--- src/rtl/extint_pkg.sv ---
package extint_pkg;
  localparam int ADDR_W = 8;
  localparam int DATA_W = 32;
  localparam logic [ADDR_W-1:0] OFS_RSEL = 8'h00;
  localparam logic [ADDR_W-1:0] OFS_FSEL = 8'h04;
  localparam logic [ADDR_W-1:0] OFS_SWT  = 8'h08;
  localparam logic [ADDR_W-1:0] OFS_RPND = 8'h0C;
  localparam logic [ADDR_W-1:0] OFS_FPND = 8'h10;
  localparam logic [ADDR_W-1:0] OFS_IMSK = 8'h80;
  localparam logic [ADDR_W-1:0] OFS_EMSK = 8'h84;
  localparam int ARM_CYC = 3;
endpackage

--- src/rtl/extint_sync.sv ---
module extint_sync #(
  parameter int W = 32
) (
  input  logic         clk,
  input  logic         rst,
  input  logic [W-1:0] d,
  output logic [W-1:0] q
);
  logic [W-1:0] meta;

  always_ff @(posedge clk) begin
    if (rst) begin
      meta <= '0;
      q    <= '0;
    end else begin
      meta <= d;
      q    <= meta;
    end
  end
endmodule

--- src/rtl/extint_pend.sv ---
module extint_pend
  import extint_pkg::*;
#(
  parameter int LINES = 32,
  parameter logic [LINES-1:0] IMPL = '1
) (
  input  logic             clk,
  input  logic             rst,
  input  logic [LINES-1:0] ext_in,
  input  logic [LINES-1:0] rsel,
  input  logic [LINES-1:0] fsel,
  input  logic [LINES-1:0] rclr,
  input  logic [LINES-1:0] fclr,
  input  logic [LINES-1:0] swset,
  output logic [LINES-1:0] rpend,
  output logic [LINES-1:0] fpend,
  output logic [LINES-1:0] hit
);
  logic [LINES-1:0] synced, prev, rhit, fhit;
  logic [ARM_CYC-1:0] arm_q;
  logic armed;

  extint_sync #(.W(LINES)) u_sync (
    .clk(clk), .rst(rst), .d(ext_in), .q(synced)
  );

  always_ff @(posedge clk) begin
    if (rst) begin
      prev  <= '0;
      arm_q <= '0;
    end else begin
      prev  <= synced;
      arm_q <= {arm_q[ARM_CYC-2:0], 1'b1};
    end
  end

  assign armed = arm_q[ARM_CYC-1];
  assign rhit  = {LINES{armed}} & synced & ~prev & rsel & IMPL;
  assign fhit  = {LINES{armed}} & ~synced & prev & fsel & IMPL;
  assign hit   = rhit | fhit;

  for (genvar i = 0; i < LINES; i++) begin : g_line
    always_ff @(posedge clk) begin
      if (rst) begin
        rpend[i] <= 1'b0;
        fpend[i] <= 1'b0;
      end else begin
        rpend[i] <= (rpend[i] & ~rclr[i]) | rhit[i] | swset[i];
        fpend[i] <= (fpend[i] & ~fclr[i]) | fhit[i];
      end
    end
  end

  // a clear with no coincident hit empties the flag
  assert_clear_R6: assert property (@(posedge clk) disable iff (rst)
    (|(rclr & ~rhit & ~swset)) |=> ((rpend & $past(rclr & ~rhit & ~swset)) == '0));

  // a hit is never lost, even against a clear
  assert_edge_kept_R9: assert property (@(posedge clk) disable iff (rst)
    (|rhit) |=> ((rpend & $past(rhit)) == $past(rhit)));
endmodule

--- src/rtl/extint_regs.sv ---
module extint_regs
  import extint_pkg::*;
#(
  parameter int LINES = 32,
  parameter logic [LINES-1:0] IMPL = '1
) (
  input  logic              clk,
  input  logic              rst,
  input  logic              wr_en,
  input  logic              rd_en,
  input  logic [ADDR_W-1:0] addr,
  input  logic [LINES-1:0]  wdata,
  input  logic [LINES-1:0]  rpend,
  input  logic [LINES-1:0]  fpend,
  output logic [LINES-1:0]  rdata,
  output logic [LINES-1:0]  rsel,
  output logic [LINES-1:0]  fsel,
  output logic [LINES-1:0]  imask,
  output logic [LINES-1:0]  emask,
  output logic [LINES-1:0]  rclr,
  output logic [LINES-1:0]  fclr,
  output logic [LINES-1:0]  swset
);
  logic [LINES-1:0] sw_q, wmask;

  assign wmask = wdata & IMPL;
  assign rclr  = (wr_en && addr == OFS_RPND) ? wmask : '0;
  assign fclr  = (wr_en && addr == OFS_FPND) ? wmask : '0;
  assign swset = (wr_en && addr == OFS_SWT)  ? wmask : '0;

  always_ff @(posedge clk) begin
    if (rst) begin
      rsel  <= '0;
      fsel  <= '0;
      imask <= '0;
      emask <= '0;
      sw_q  <= '0;
    end else begin
      if (wr_en && addr == OFS_RSEL) rsel  <= wmask;
      if (wr_en && addr == OFS_FSEL) fsel  <= wmask;
      if (wr_en && addr == OFS_IMSK) imask <= wmask;
      if (wr_en && addr == OFS_EMSK) emask <= wmask;
      sw_q <= (sw_q | swset) & ~rclr;
    end
  end

  always_ff @(posedge clk) begin
    if (rst) begin
      rdata <= '0;
    end else if (rd_en) begin
      case (addr)
        OFS_RSEL: rdata <= rsel;
        OFS_FSEL: rdata <= fsel;
        OFS_SWT:  rdata <= sw_q;
        OFS_RPND: rdata <= rpend;
        OFS_FPND: rdata <= fpend;
        OFS_IMSK: rdata <= imask;
        OFS_EMSK: rdata <= emask;
        default:  rdata <= '0;
      endcase
    end
  end

  // a software-trigger bit never stands without its rising pending flag
  assert_sw_backed_R8: assert property (@(posedge clk) disable iff (rst)
    ((sw_q & ~rpend) == '0));
endmodule

--- src/rtl/extint_bank.sv ---
module extint_bank
  import extint_pkg::*;
#(
  parameter int LINES = DATA_W,
  parameter logic [LINES-1:0] IMPL_MASK = 32'h7FFF_FFFF
) (
  input  logic              clk,
  input  logic              rst,
  input  logic [LINES-1:0]  ext_in,
  input  logic              wr_en,
  input  logic              rd_en,
  input  logic [ADDR_W-1:0] addr,
  input  logic [LINES-1:0]  wdata,
  output logic [LINES-1:0]  rdata,
  output logic              irq_o,
  output logic              event_o,
  output logic              wake_o
);
  logic [LINES-1:0] rsel, fsel, imask, emask, rclr, fclr, swset;
  logic [LINES-1:0] rpend, fpend, hit;

  extint_regs #(.LINES(LINES), .IMPL(IMPL_MASK)) u_regs (
    .clk(clk), .rst(rst), .wr_en(wr_en), .rd_en(rd_en), .addr(addr),
    .wdata(wdata), .rpend(rpend), .fpend(fpend), .rdata(rdata),
    .rsel(rsel), .fsel(fsel), .imask(imask), .emask(emask),
    .rclr(rclr), .fclr(fclr), .swset(swset)
  );

  extint_pend #(.LINES(LINES), .IMPL(IMPL_MASK)) u_pend (
    .clk(clk), .rst(rst), .ext_in(ext_in), .rsel(rsel), .fsel(fsel),
    .rclr(rclr), .fclr(fclr), .swset(swset),
    .rpend(rpend), .fpend(fpend), .hit(hit)
  );

  always_ff @(posedge clk) begin
    if (rst) begin
      irq_o   <= 1'b0;
      wake_o  <= 1'b0;
      event_o <= 1'b0;
    end else begin
      irq_o   <= |((rpend | fpend) & imask);
      wake_o  <= |((rpend | fpend) & imask);
      event_o <= |((hit | swset) & emask);
    end
  end

  // with no enabled flag left the interrupt drops
  assert_irq_drop_R7: assert property (@(posedge clk) disable iff (rst)
    (((rpend | fpend) & imask) == '0) |=> !irq_o);
endmodule

--- config.mk ---
export PLATFORM = sky130hd
export DESIGN_NAME = extint_bank
export DESIGN_NICKNAME = d
export VERILOG_FILES = /design/src/rtl/extint_pkg.sv /design/src/rtl/extint_sync.sv /design/src/rtl/extint_pend.sv /design/src/rtl/extint_regs.sv /design/src/rtl/extint_bank.sv
export SDC_FILE = /design/constraint.sdc
export NUM_CORES = 1
export LEC_CHECK = 0
export ABC_AREA = 0
export BUFFER_PORTS_ARGS = -buffer_cell sky130_fd_sc_hd__buf_2
export CAP_MARGIN = 20
export CORE_UTILIZATION = 51
export DETAILED_ROUTE_END_ITERATION = 10
export GPL_TIMING_DRIVEN = 0
export PLACE_DENSITY = 0.69
export SETUP_SLACK_MARGIN = 0.3
export SLEW_MARGIN = 5
export SYNTH_ARGS = -nofsm -noshare
export SYNTH_HDL_FRONTEND = slang
export SYNTH_SLANG_ARGS = --single-unit
--- constraint.sdc ---
create_clock -name clk -period 3.2 [get_ports clk]
set_input_delay 0.64 -clock clk [delete_from_list [all_inputs] [get_ports clk]]
set_output_delay 0.64 -clock clk [all_outputs]
set_load 0.005 [all_outputs]
== After elaboration in Yosys (flattened, before gate mapping) ==
Cells that the tools add are included.

* Word-level logic and storage cells: 336
* Bits in registers: 350

* Bitwise gates (word level): 238
* Reduce and logical (&&, ||, !) cells: 10
* Equal/unequal tests: 6
* Multiplexer cells: 5

{| class="wikitable"
|+ Operator list
! cell !! count
|-
| one-hot mux 32 bit (7 select lines) || 1
|-
| AND 31 bit || 6
|-
| bitwise OR 32 bit || 3
|-
| 2-to-1 mux 31 bit || 3
|-
| bitwise OR 1 bit || 93
|-
| AND 1 bit || 64
|-
| AND 32 x 31 -> 32 bit || 2
|-
| OR reduction 32 bit || 2
|-
| NOT 1 bit || 62
|-
| NOT 31 bit || 2
|-
| AND 32 bit || 1
|-
| NOT 32 bit || 1
|-
| bitwise OR 31 bit || 1
|-
| equality test 8 x 4 -> 1 bit, second input constant || 2
|-
| equality test 8 bit, second input constant || 2
|-
| equality test 8 x 3 -> 1 bit, second input constant || 1
|-
| equality test 8 x 5 -> 1 bit, second input constant || 1
|-
| zero test 8 bit || 1
|-
| logical AND 1 bit || 7
|-
| NOT 1 bit, first input constant || 2
|-
| 2-to-1 mux 1 bit || 1
|-
| bitwise OR 1 bit, second input constant || 1
|}

== Depth between registers and ports, before layout ==
Gate-level depths: netlist of the first run.

* Word-level depth: 8
* Gate-level depth with buffers: 9

== Modules after synthesis ==
Synthesis of the first run repeated with hierarchy kept, for this count alone.

* Cells, all modules: 1,702
* Area total of the unflattened synthesis: 14,910.6 um2

{| class="wikitable"
|+ Modules (own cells, without submodules)
! module !! times used !! area an instance (um2) !! cells an instance
|-
| extint_regs || 1 || 8,613.3 || 1,075
|-
| extint_pend || 1 || 3,868.7 || 403
|-
| extint_sync || 1 || 1,918.1 || 135
|-
| extint_bank || 1 || 510.5 || 89
|}

== Worst setup path before layout of the first run ==
No wires, ideal clock.

* Path type: input to register
* From: input port addr[2]
* To: register u_pend.fpend[15]
* Setup slack: 1.018 ns
* Stages: 9
* Data required time: 3.072 ns
* Setup time: 0.128 ns
* Path buffers: 3
* Data arrival time: 2.054 ns
* Cells stage by stage: nor4_4 > and3_1 > clkbuf_1 > and2_0 > clkbuf_1 > buf_2 > nand2_1 > a2bb2oi_1 > nor2_1

* Longest elaborated chain between the ends: 6

{| class="wikitable"
|+ RTL lines
! item !! line !! source
|-
| start, declared || extint_bank.sv:12 || <nowiki>input logic [ADDR_W-1:0] addr,</nowiki>
|-
| equality test 8 x 5 -> 1 bit || extint_regs.sv:28 || <nowiki>assign fclr = (wr_en && addr == OFS_FPND) ? wmask : '0;</nowiki>
|-
| logical AND 1 bit || extint_regs.sv:28 ||
|-
| 2-to-1 mux 31 bit || extint_regs.sv:28 ||
|-
| NOT 1 bit || extint_pend.sv:49 || <nowiki>fpend[i] <= (fpend[i] & ~fclr[i]) | fhit[i];</nowiki>
|-
| AND 1 bit || extint_pend.sv:49 ||
|-
| bitwise OR 1 bit || extint_pend.sv:49 ||
|-
| end signal, assigned by index || extint_pend.sv:49 ||
|-
| end, declared || extint_pend.sv:16 || <nowiki>output logic [LINES-1:0] fpend,</nowiki>
|}

Every way passes these cells.
A chain may end at the register's enable or synchronous reset.

== Final worst setup path of the first run ==
* From: input port addr[3]
* To: register u_regs.rdata[13]

* Longest elaborated chain between the ends: 2

{| class="wikitable"
|+ RTL lines
! item !! line !! source
|-
| equality test 8 bit (tied with other cells) || extint_regs.sv:51 || <nowiki>case (addr)</nowiki>
|-
| one-hot mux 32 bit (7 select lines) * || extint_regs.sv:51 ||
|-
| end signal, assigned || extint_regs.sv:52 || <nowiki>OFS_RSEL: rdata <= rsel;</nowiki>
|-
| end signal, assigned || extint_regs.sv:53 || <nowiki>OFS_FSEL: rdata <= fsel;</nowiki>
|-
| end signal, assigned || extint_regs.sv:54 || <nowiki>OFS_SWT: rdata <= sw_q;</nowiki>
|-
| end, declared || extint_regs.sv:15 || <nowiki>output logic [LINES-1:0] rdata,</nowiki>
|}

Every way passes the cells marked *; elsewhere a longest branch is shown, timed or not.

==> summary.txt, run 1 <==
Logic synthesis
  – Xor and xnor area share after synthesis: 0
  – Synth area leaders: dfxtp_1, nand2_1, a21oi_1
  – Mux contribution to synthesized area: 0.0238
  – Seq/Total Area, Yosys: 0.474
  – Post-synth EDFFs: 0
  – Synth unique cells: 54
  – Avg Synthesized Cell Area: 8.16 um^2
  – Post-synth ARST share: 0
  – Top FF cell, synth: dfxtp_1
  – Synth Area in Compound Gates: 0.212
  – Simple-gate share of the synthesized area: 0.247
  – Synth Net Count: 1,867
  – Seq cells post-synth: 346
  – YS warnings: 0
  – Synthesized area: 14,600 um^2
  – Synth top area share: 0.474
  – Post-Synth Adder-Cell Area: 0
  – Largest family of logic cells by synthesized area: simple AND/OR/NAND/NOR gates
  – Syn Inst Count: 1,791
  – Leading area contributor after synthesis: dfxtp_1

Critical path
  – Slowest-stage cell, CP: nor4b_2
  – Worst setup EP type: register
  – WP data arrival: 3.44 ns
  – Slowest stage delay, CP: 0.67 ns
  – Buffers & Inverters on Critical Path: 3
  – Peak fanout along the critical path: 10
  – CP Cell Sequence: buf_2 > nor4b_2 > clkbuf_2 > buf_2 > a22oi_1 > a21oi_1 > o21ai_0 > a21oi_1
  – Type of element launching the critical path: input port
  – Req. time, crit path: 3.66 ns
  – Crit Path Category: in2reg
  – Top Family by Delay on Critical Path: buffers and inverters

Global routing
  – First-pass GRT wire length: 90,500 um
  – Grt ovf: 0
  – Initial antenna violation count: 2
  – Largest net degree at the start of global routing: 13
  – Vias in the first global route: 13,200
  – Total GRT Usage: 0.439

STA
  – Highest clock rate: 335 MHz
  – Fin crit share: 0.932
  – Clock skew: 0.0127 ns
  – RSZ-0062 raised after global routing: yes
  – Final setup fails: 0
  – Minimum clock period: 2.98 ns
  – Final worst setup slack: 0.219 ns
  – Fin. Hold Viols: 0
  – Max-slew violation count: 0
  – Max_slew headroom: 0.161
  – Worst-Margin Slew: 1.26 ns

Detailed routing
  – Iteration-0 DRC Markers: 2,164
  – Vias post-DR: 14,800
  – DR vias/cell: 6.38
  – WL/cell: 27.8 um
  – Final ANT Viol Nets: 0
  – DRC violations left: 0
  – Pre-Repair DR Iteration Count: 6
  – Overall routed net length: 64,300 um

Clock network
  – CTS Hold Bufs: 0
  – Clk buf depth: 3
  – Root Driver: clkbuf_16
  – Clock-pin transition on the worst setup and hold timing paths: 0.06 ns
  – Worst-Skew Late Latency: 0.53 ns
  – CTS buffer count: 38
  – Sink Count: 346
  – CTS tree: done
  – H-tree depth: 2

Power
  – LEAKAGE: 5.53 nW
  – P per Cell Area: 558 nW/um^2
  – Peak supply drop: 0.472 mV

Placement
  – Detailed Place HPWL: 44,800 um
  – DP Worst Slack: -0.486 ns
  – Port Buffers: 75
  – Dpl cell area: 15,500 um^2
  – Gpl congestion: 1.04

Layout
  – Register area: 6930 um^2
  – Multi-input logic area: 7050 um^2
  – Layout cells sized above 1: 0.106
  – Fillers: 2,542
  – Area Growth Syn to Fin: 15.0%
  – Final Cell Area: 16,800 um^2
  – Layout Nets: 1,986

Floorplan
  – Site Rows: 61
  – Initial Utilization: 0.522
  – Die Area: 29,300 um^2
  – I/O pin total: 111
  – Die Ht: 171 um
  – Die Width: 171 um
  – Core area: 28,000 um^2

Run
  – Max-capacitance violation count: 0

Outcome
  – Outcome: finished clean

Min path
  – Hold Crit Class: in2reg
-- registers in the layout (all words and copies together) (netlist names) --
name / cells
u_pend.prev: 31
event_o: 1
u_pend.arm_q: 3
u_pend.u_sync.meta: 31
u_pend.rpend: 31
u_regs.imask: 31
u_regs.fsel: 31
u_regs.emask: 31
u_regs.rsel: 31
u_regs.rdata: 31
wake_o: 1
u_regs.sw_q: 31
u_pend.fpend: 31
u_pend.u_sync.q: 31
-- per-layer routing --
metal  wire length (um)  part of all wire  global-route usage  vias to the layer above
met5                  0                 0                   0                        -
met4               4380             0.068               0.265                        0
met3               8710              0.14               0.126                      240
met2              25900              0.40               0.627                     1093
met1              25300              0.39               0.585                     6943
li1                   -                 -                   -                     6484
-- timing repair --
action | CTS | global route
setup endpoints to repair | 111 | 10
pin swaps | 1 | 0
setup buffers | 3 | 0
gates resized for setup | 7 | 8
-- through the flow --
stage	TNS, ns	hold WS [ns]	util	std cells	total power [mW]
2_1_floorplan	0	0.414	-	1791	4.69
3_3_place_gp	-40.22	0.416	0.552	2244	4.91
3_5_place_dp	-39.80	0.423	0.552	2244	4.91
4_1_cts	0	0.308	0.599	2311	9.32
5_1_grt	0	0.322	0.600	2312	9.55
6_report	0	0.314	0.600	2313	9.37
-- area by class of cell --
type,count,share of cell area
Clock inverter,6,0.00492
Multi-Input combinational cell,1288,0.420
Timing Repair Buffer,79,0.0246
Clock buffer,58,0.0714
Buffer,155,0.0380
Tap cell,378,0.0282
Inverter,2,0.000447
Sequential cell,346,0.412
Antenna cell,1,0.000149
-- worst paths after layout --
| path | startpoint | end | slack [ns] | depth (start not counted) |
|---|---|---|---|---|
| hold reg to reg | u_pend.u_sync.meta[11] | u_pend.u_sync.q[11] | 0.43 | 1 |
| setup reg to reg | u_pend.arm_q[2] | u_pend.fpend[12] | 0.32 | 5 |
| hold / removal | ext_in[27] | u_pend.u_sync.meta[27] | 0.31 | 2 |
| setup / recovery | addr[3] | u_regs.rdata[13] | 0.22 | 8 |
-- cell families (layout without fill, tap and decap cells) --
kind of cell | after synthesis | after routing
AO/OA/AOI/OAI | 510 | 510
buffers and inverters | 157 | 300
flip-flops | 346 | 346
multiplexers | 32 | 32
other | 1 | 2
AND/OR/NAND/NOR | 745 | 745
-- Yosys cell counts (22+ instances only) --
cell type    n
mux2_2      22
a22oi_1     78
a21oi_1    226
a31oi_1     26
nor2_1      51
clkbuf_1   123
dfxtp_1    346
o21ai_0     77
nand4b_1    26
nand2b_1    23
nor2b_1    111
nand2_1    439
a211oi_1    29
buf_2       23
-- where the power goes --
part / leakage, nW / total (mW) / internal [mW] / switching, mW
clock: 0.632 / 4.53 / 2.73 / 1.80
combinational: 2.09 / 0.452 / 0.105 / 0.346
sequential: 2.80 / 4.39 / 4.36 / 0.0314
total: 5.53 / 9.37 / 7.20 / 2.17
-- cell usage in the layout, fill, tap and decap left out, drive strengths merged, types with 6 or more instances in the layout --
master	instances
mux2i	10
and3	8
nand2	440
mux2	22
nand2b	23
o21ai	87
nand4b	26
a221o	13
nor2	53
dfxtp	346
o221ai	10
nor2b	111
a211oi	30
a22oi	78
and3b	6
a22o	9
nand3	10
clkbuf	181
a21oi	226
nand3b	19
a221oi	8
nand4	11
a31oi	26
buf	111
or3	19
o22ai	9
(Power assumes the default switching activity.)
==> run 2, diff against run 1 <==
--- a/config.mk
+++ b/config.mk
@@ -16,4 +16,5 @@
 export SLEW_MARGIN = 5
 export SYNTH_ARGS = -nofsm -noshare
 export SYNTH_HDL_FRONTEND = slang
+export SYNTH_HIERARCHICAL = 1
 export SYNTH_SLANG_ARGS = --single-unit
==> run 2 against run 1 <==
Net effect:
- final area rose by 2.2%
- clock-buffer cell count rose by 2
- global-route usage fell by 8.7 points
- clock skew rose by 0.0088 ns
- utilization fell by 0.14 points
- clock power fell by 0.9%
- die area rose by 1.6%
- sequential power rose by 0.9%
- worst setup slack improved by 0.092 ns
- first-iteration DRC count fell by 20%
- hold slack got worse by 0.0011 ns
- via count fell by 6.4%
- critical endpoint is now event_o
==> summary.txt, run 2 <==
Floorplan
  – I/O pin total: 111 (unchanged)
  – Initial Utilization: 0.517 (was 0.522)
  – Die Area: 29,800 um^2 (was 29,300 um^2)
  – Site Rows: 62 (was 61)
  – Core area: 28,700 um^2 (was 28,000 um^2)
  – Die Ht: 173 um (was 171 um)
  – Die Width: 173 um (was 171 um)

Critical path
  – CP Cell Sequence: buf_2 > nor2_1 > nand2_1 > buf_2 > nor3_4 > clkbuf_1 > and2_1 > o21ai_0 > nand4_1 > nor4_1 > a21oi_1 (was buf_2 > nor4b_2 > clkbuf_2 > buf_2 > a22oi_1 > a21oi_1 > o21ai_0 > a21oi_1)
  – Slowest-stage cell, CP: clkbuf_1 (was nor4b_2)
  – Cell mode on critical path: buf_2
  – WP data arrival: 3.28 ns (was 3.44 ns)
  – Slowest stage delay, CP: 0.55 ns (was 0.67 ns)
  – Req. time, crit path: 3.59 ns (was 3.66 ns)
  – RR Startpoint: u_pend/arm_q[2] (was u_pend.arm_q[2])
  – R2R Setup Slk: 0.95 ns (was 0.32 ns)
  – Worst setup EP type: register (unchanged)
  – Buffers & Inverters on Critical Path: 3 (unchanged)
  – RR Endpoint: event_o (was u_pend.fpend[12])
  – Reg2Reg Depth: 8 (was 5)
  – Crit Path Category: in2reg (unchanged)
  – Top Family by Delay on Critical Path: simple AND/OR/NAND/NOR gates (was buffers and inverters)
  – Peak fanout along the critical path: 10 (unchanged)
  – Type of element launching the critical path: input port (unchanged)
  – Crit path from: addr[1] (was addr[3])

Power
  – Peak supply drop: 0.387 mV (was 0.472 mV)
  – LEAKAGE: 6.40 nW (was 5.53 nW)
  – P per Cell Area: 546 nW/um^2 (was 558 nW/um^2)

STA
  – Worst-Margin Slew: 1.18 ns (was 1.26 ns)
  – RSZ-0062 raised after global routing: no (was yes)
  – Final worst setup slack: 0.311 ns (was 0.219 ns)
  – Max-slew violation count: 0 (unchanged)
  – Fin. Hold Viols: 0 (unchanged)
  – Final setup fails: 0 (unchanged)
  – Highest clock rate: 346 MHz (was 335 MHz)
  – Max_slew headroom: 0.215 (was 0.161)
  – Hold_ws: 0.313 ns (was 0.314 ns)
  – Minimum clock period: 2.89 ns (was 2.98 ns)
  – Fin crit share: 0.903 (was 0.932)
  – Clock skew: 0.0215 ns (was 0.0127 ns)

Detailed routing
  – DRC violations left: 0 (unchanged)
  – Final ANT Viol Nets: 0 (unchanged)
  – WL/cell: 23.8 um (was 27.8 um)
  – Pre-Repair DR Iteration Count: 8 (was 6)
  – Vias post-DR: 13,800 (was 14,800)
  – DR vias/cell: 6.11 (was 6.38)
  – Overall routed net length: 53,800 um (was 64,300 um)
  – Iteration-0 DRC Markers: 1,741 (was 2,164)

Layout
  – Final Util: 0.598 (was 0.600)
  – Area Growth Syn to Fin: 15.7% (was 15.0%)
  – Layout cells sized above 1: 0.166 (was 0.106)
  – Layout Nets: 1,923 (was 1,986)
  – Most common cell after layout, fill and taps aside: dfxtp_1 (was nand2_1)
  – Most frequent cells in the layout: dfxtp_1, nand2_1, a21oi_1, buf_2, clkbuf_1 (was nand2_1, dfxtp_1, a21oi_1, clkbuf_1, nor2b_1)
  – Top flop regs: u_pend/fpend (32), u_pend/rpend (32), u_regs/rdata (32)
  – Post-route insts no fill: 2,263 (was 2,313)
  – Fillers: 2,592 (was 2,542)

Placement
  – Gpl congestion: 1.01 (was 1.04)
  – Placed cells: 2,191 (was 2,244)
  – DP Worst Slack: -0.246 ns (was -0.486 ns)
  – Detailed Place HPWL: 35,500 um (was 44,800 um)
  – Port Buffers: 107 (was 75)

Clock network
  – CTS buffer count: 38 (unchanged)
  – CTS tree: done (unchanged)
  – Worst-Skew Late Latency: 0.53 ns (about the same)
  – Setup repair bufs after CTS: 0 (was 3)
  – Clk buf depth: 3 (unchanged)
  – H-tree depth: 2 (unchanged)
  – Root Driver: clkbuf_16 (unchanged)
  – Clock-pin transition on the worst setup and hold timing paths: 0.06 ns (about the same)
  – Sink Count: 349 (was 346)
  – CTS Hold Bufs: 0 (unchanged)

Logic synthesis
  – Synthesized area: 14,800 um^2 (was 14,600 um^2)
  – YS warnings: 6 (was 0)
  – Syn Inst Count: 1,696 (was 1,791)
  – Avg Synthesized Cell Area: 8.75 um^2 (was 8.16 um^2)

Run
  – Max-capacitance violation count: 0 (unchanged)

Global routing
  – Initial antenna violation count: 2 (unchanged)
  – Grt ovf: 0 (unchanged)
  – Total GRT Usage: 0.353 (was 0.439)
  – Largest net degree at the start of global routing: 14 (was 13)
  – Vias in the first global route: 13,000 (was 13,200)
  – First-pass GRT wire length: 79,100 um (was 90,500 um)

Outcome
  – Outcome: finished clean (unchanged)

Min path
  – Hold Crit Class: in2reg (unchanged)
  – Hold Path Stages: 2 (unchanged)
  – Hold endpoint: u_pend/u_sync/meta[19] (was u_pend.u_sync.meta[27])
  – Hold Crit Start: ext_in[19] (was ext_in[27])
run 2: power breakdown:
part	switching [mW]	total, mW	internal [mW]
Sequential	0.0293	4.43	4.40
Combinational	0.313	0.460	0.146
Clock	1.78	4.49	2.71
run 2: layout make-up:
class                   count  area [um^2]  area share
flip-flops and latches    349         6990       0.407
clock inverters            10          105     0.00612
well taps                 384          480      0.0280
clock buffers              60         1190      0.0691
diodes                      2         5.00    0.000291
multi-input cells        1192         7030       0.409
repair buffers            107          536      0.0312
plain buffers             126          721      0.0420
inverters                  33          124     0.00721
run 2: metrics by stage:
step	power [mW]	instance area (um^2)	TNS [ns]
CTS	9.39	17200	0
global route	9.60	17200	0
floorplan	4.73	14900	0
detailed placement	4.97	15900	-0.246
global placement	4.96	15900	-0.235
finish	9.38	17200	0
run 2: worst reg2reg max path, cell delays in order, from the launching register on:
cell      delay [ns]
dfxtp_1         0.31
buf_6           0.15
clkbuf_8        0.19
nand4b_1        0.13
nand2_1         0.08
o21ai_1         0.43
nand4_1         0.31
nor4_1          0.30
a21oi_1         0.19
run 2: worst max path at each step:
stage / to / slack [ns] / depth (start not counted)
global route: event_o / 0.33 / 10
detailed placement: event_o / -0.25 / 10
global placement: event_o / -0.23 / 11
CTS: event_o / 0.38 / 10
finish: event_o / 0.31 / 11
floorplan: event_o / 1.06 / 9
run 2: layer usage:
| layer | track usage | routed length (um) |
|---|---|---|
| met5 | 0 | 0 |
| met4 | 0.197 | 3140 |
| met3 | 0.0891 | 6500 |
| met2 | 0.529 | 23000 |
| met1 | 0.463 | 21200 |
run 2: repair_timing:
| item | 4_1_cts | 5_1_grt |
|---|---|---|
| setup endpoints to repair | 1 | 1 |
| gates resized for setup | 1 | 2 |
| endpoints found under the hold margin | 0 | 0 |
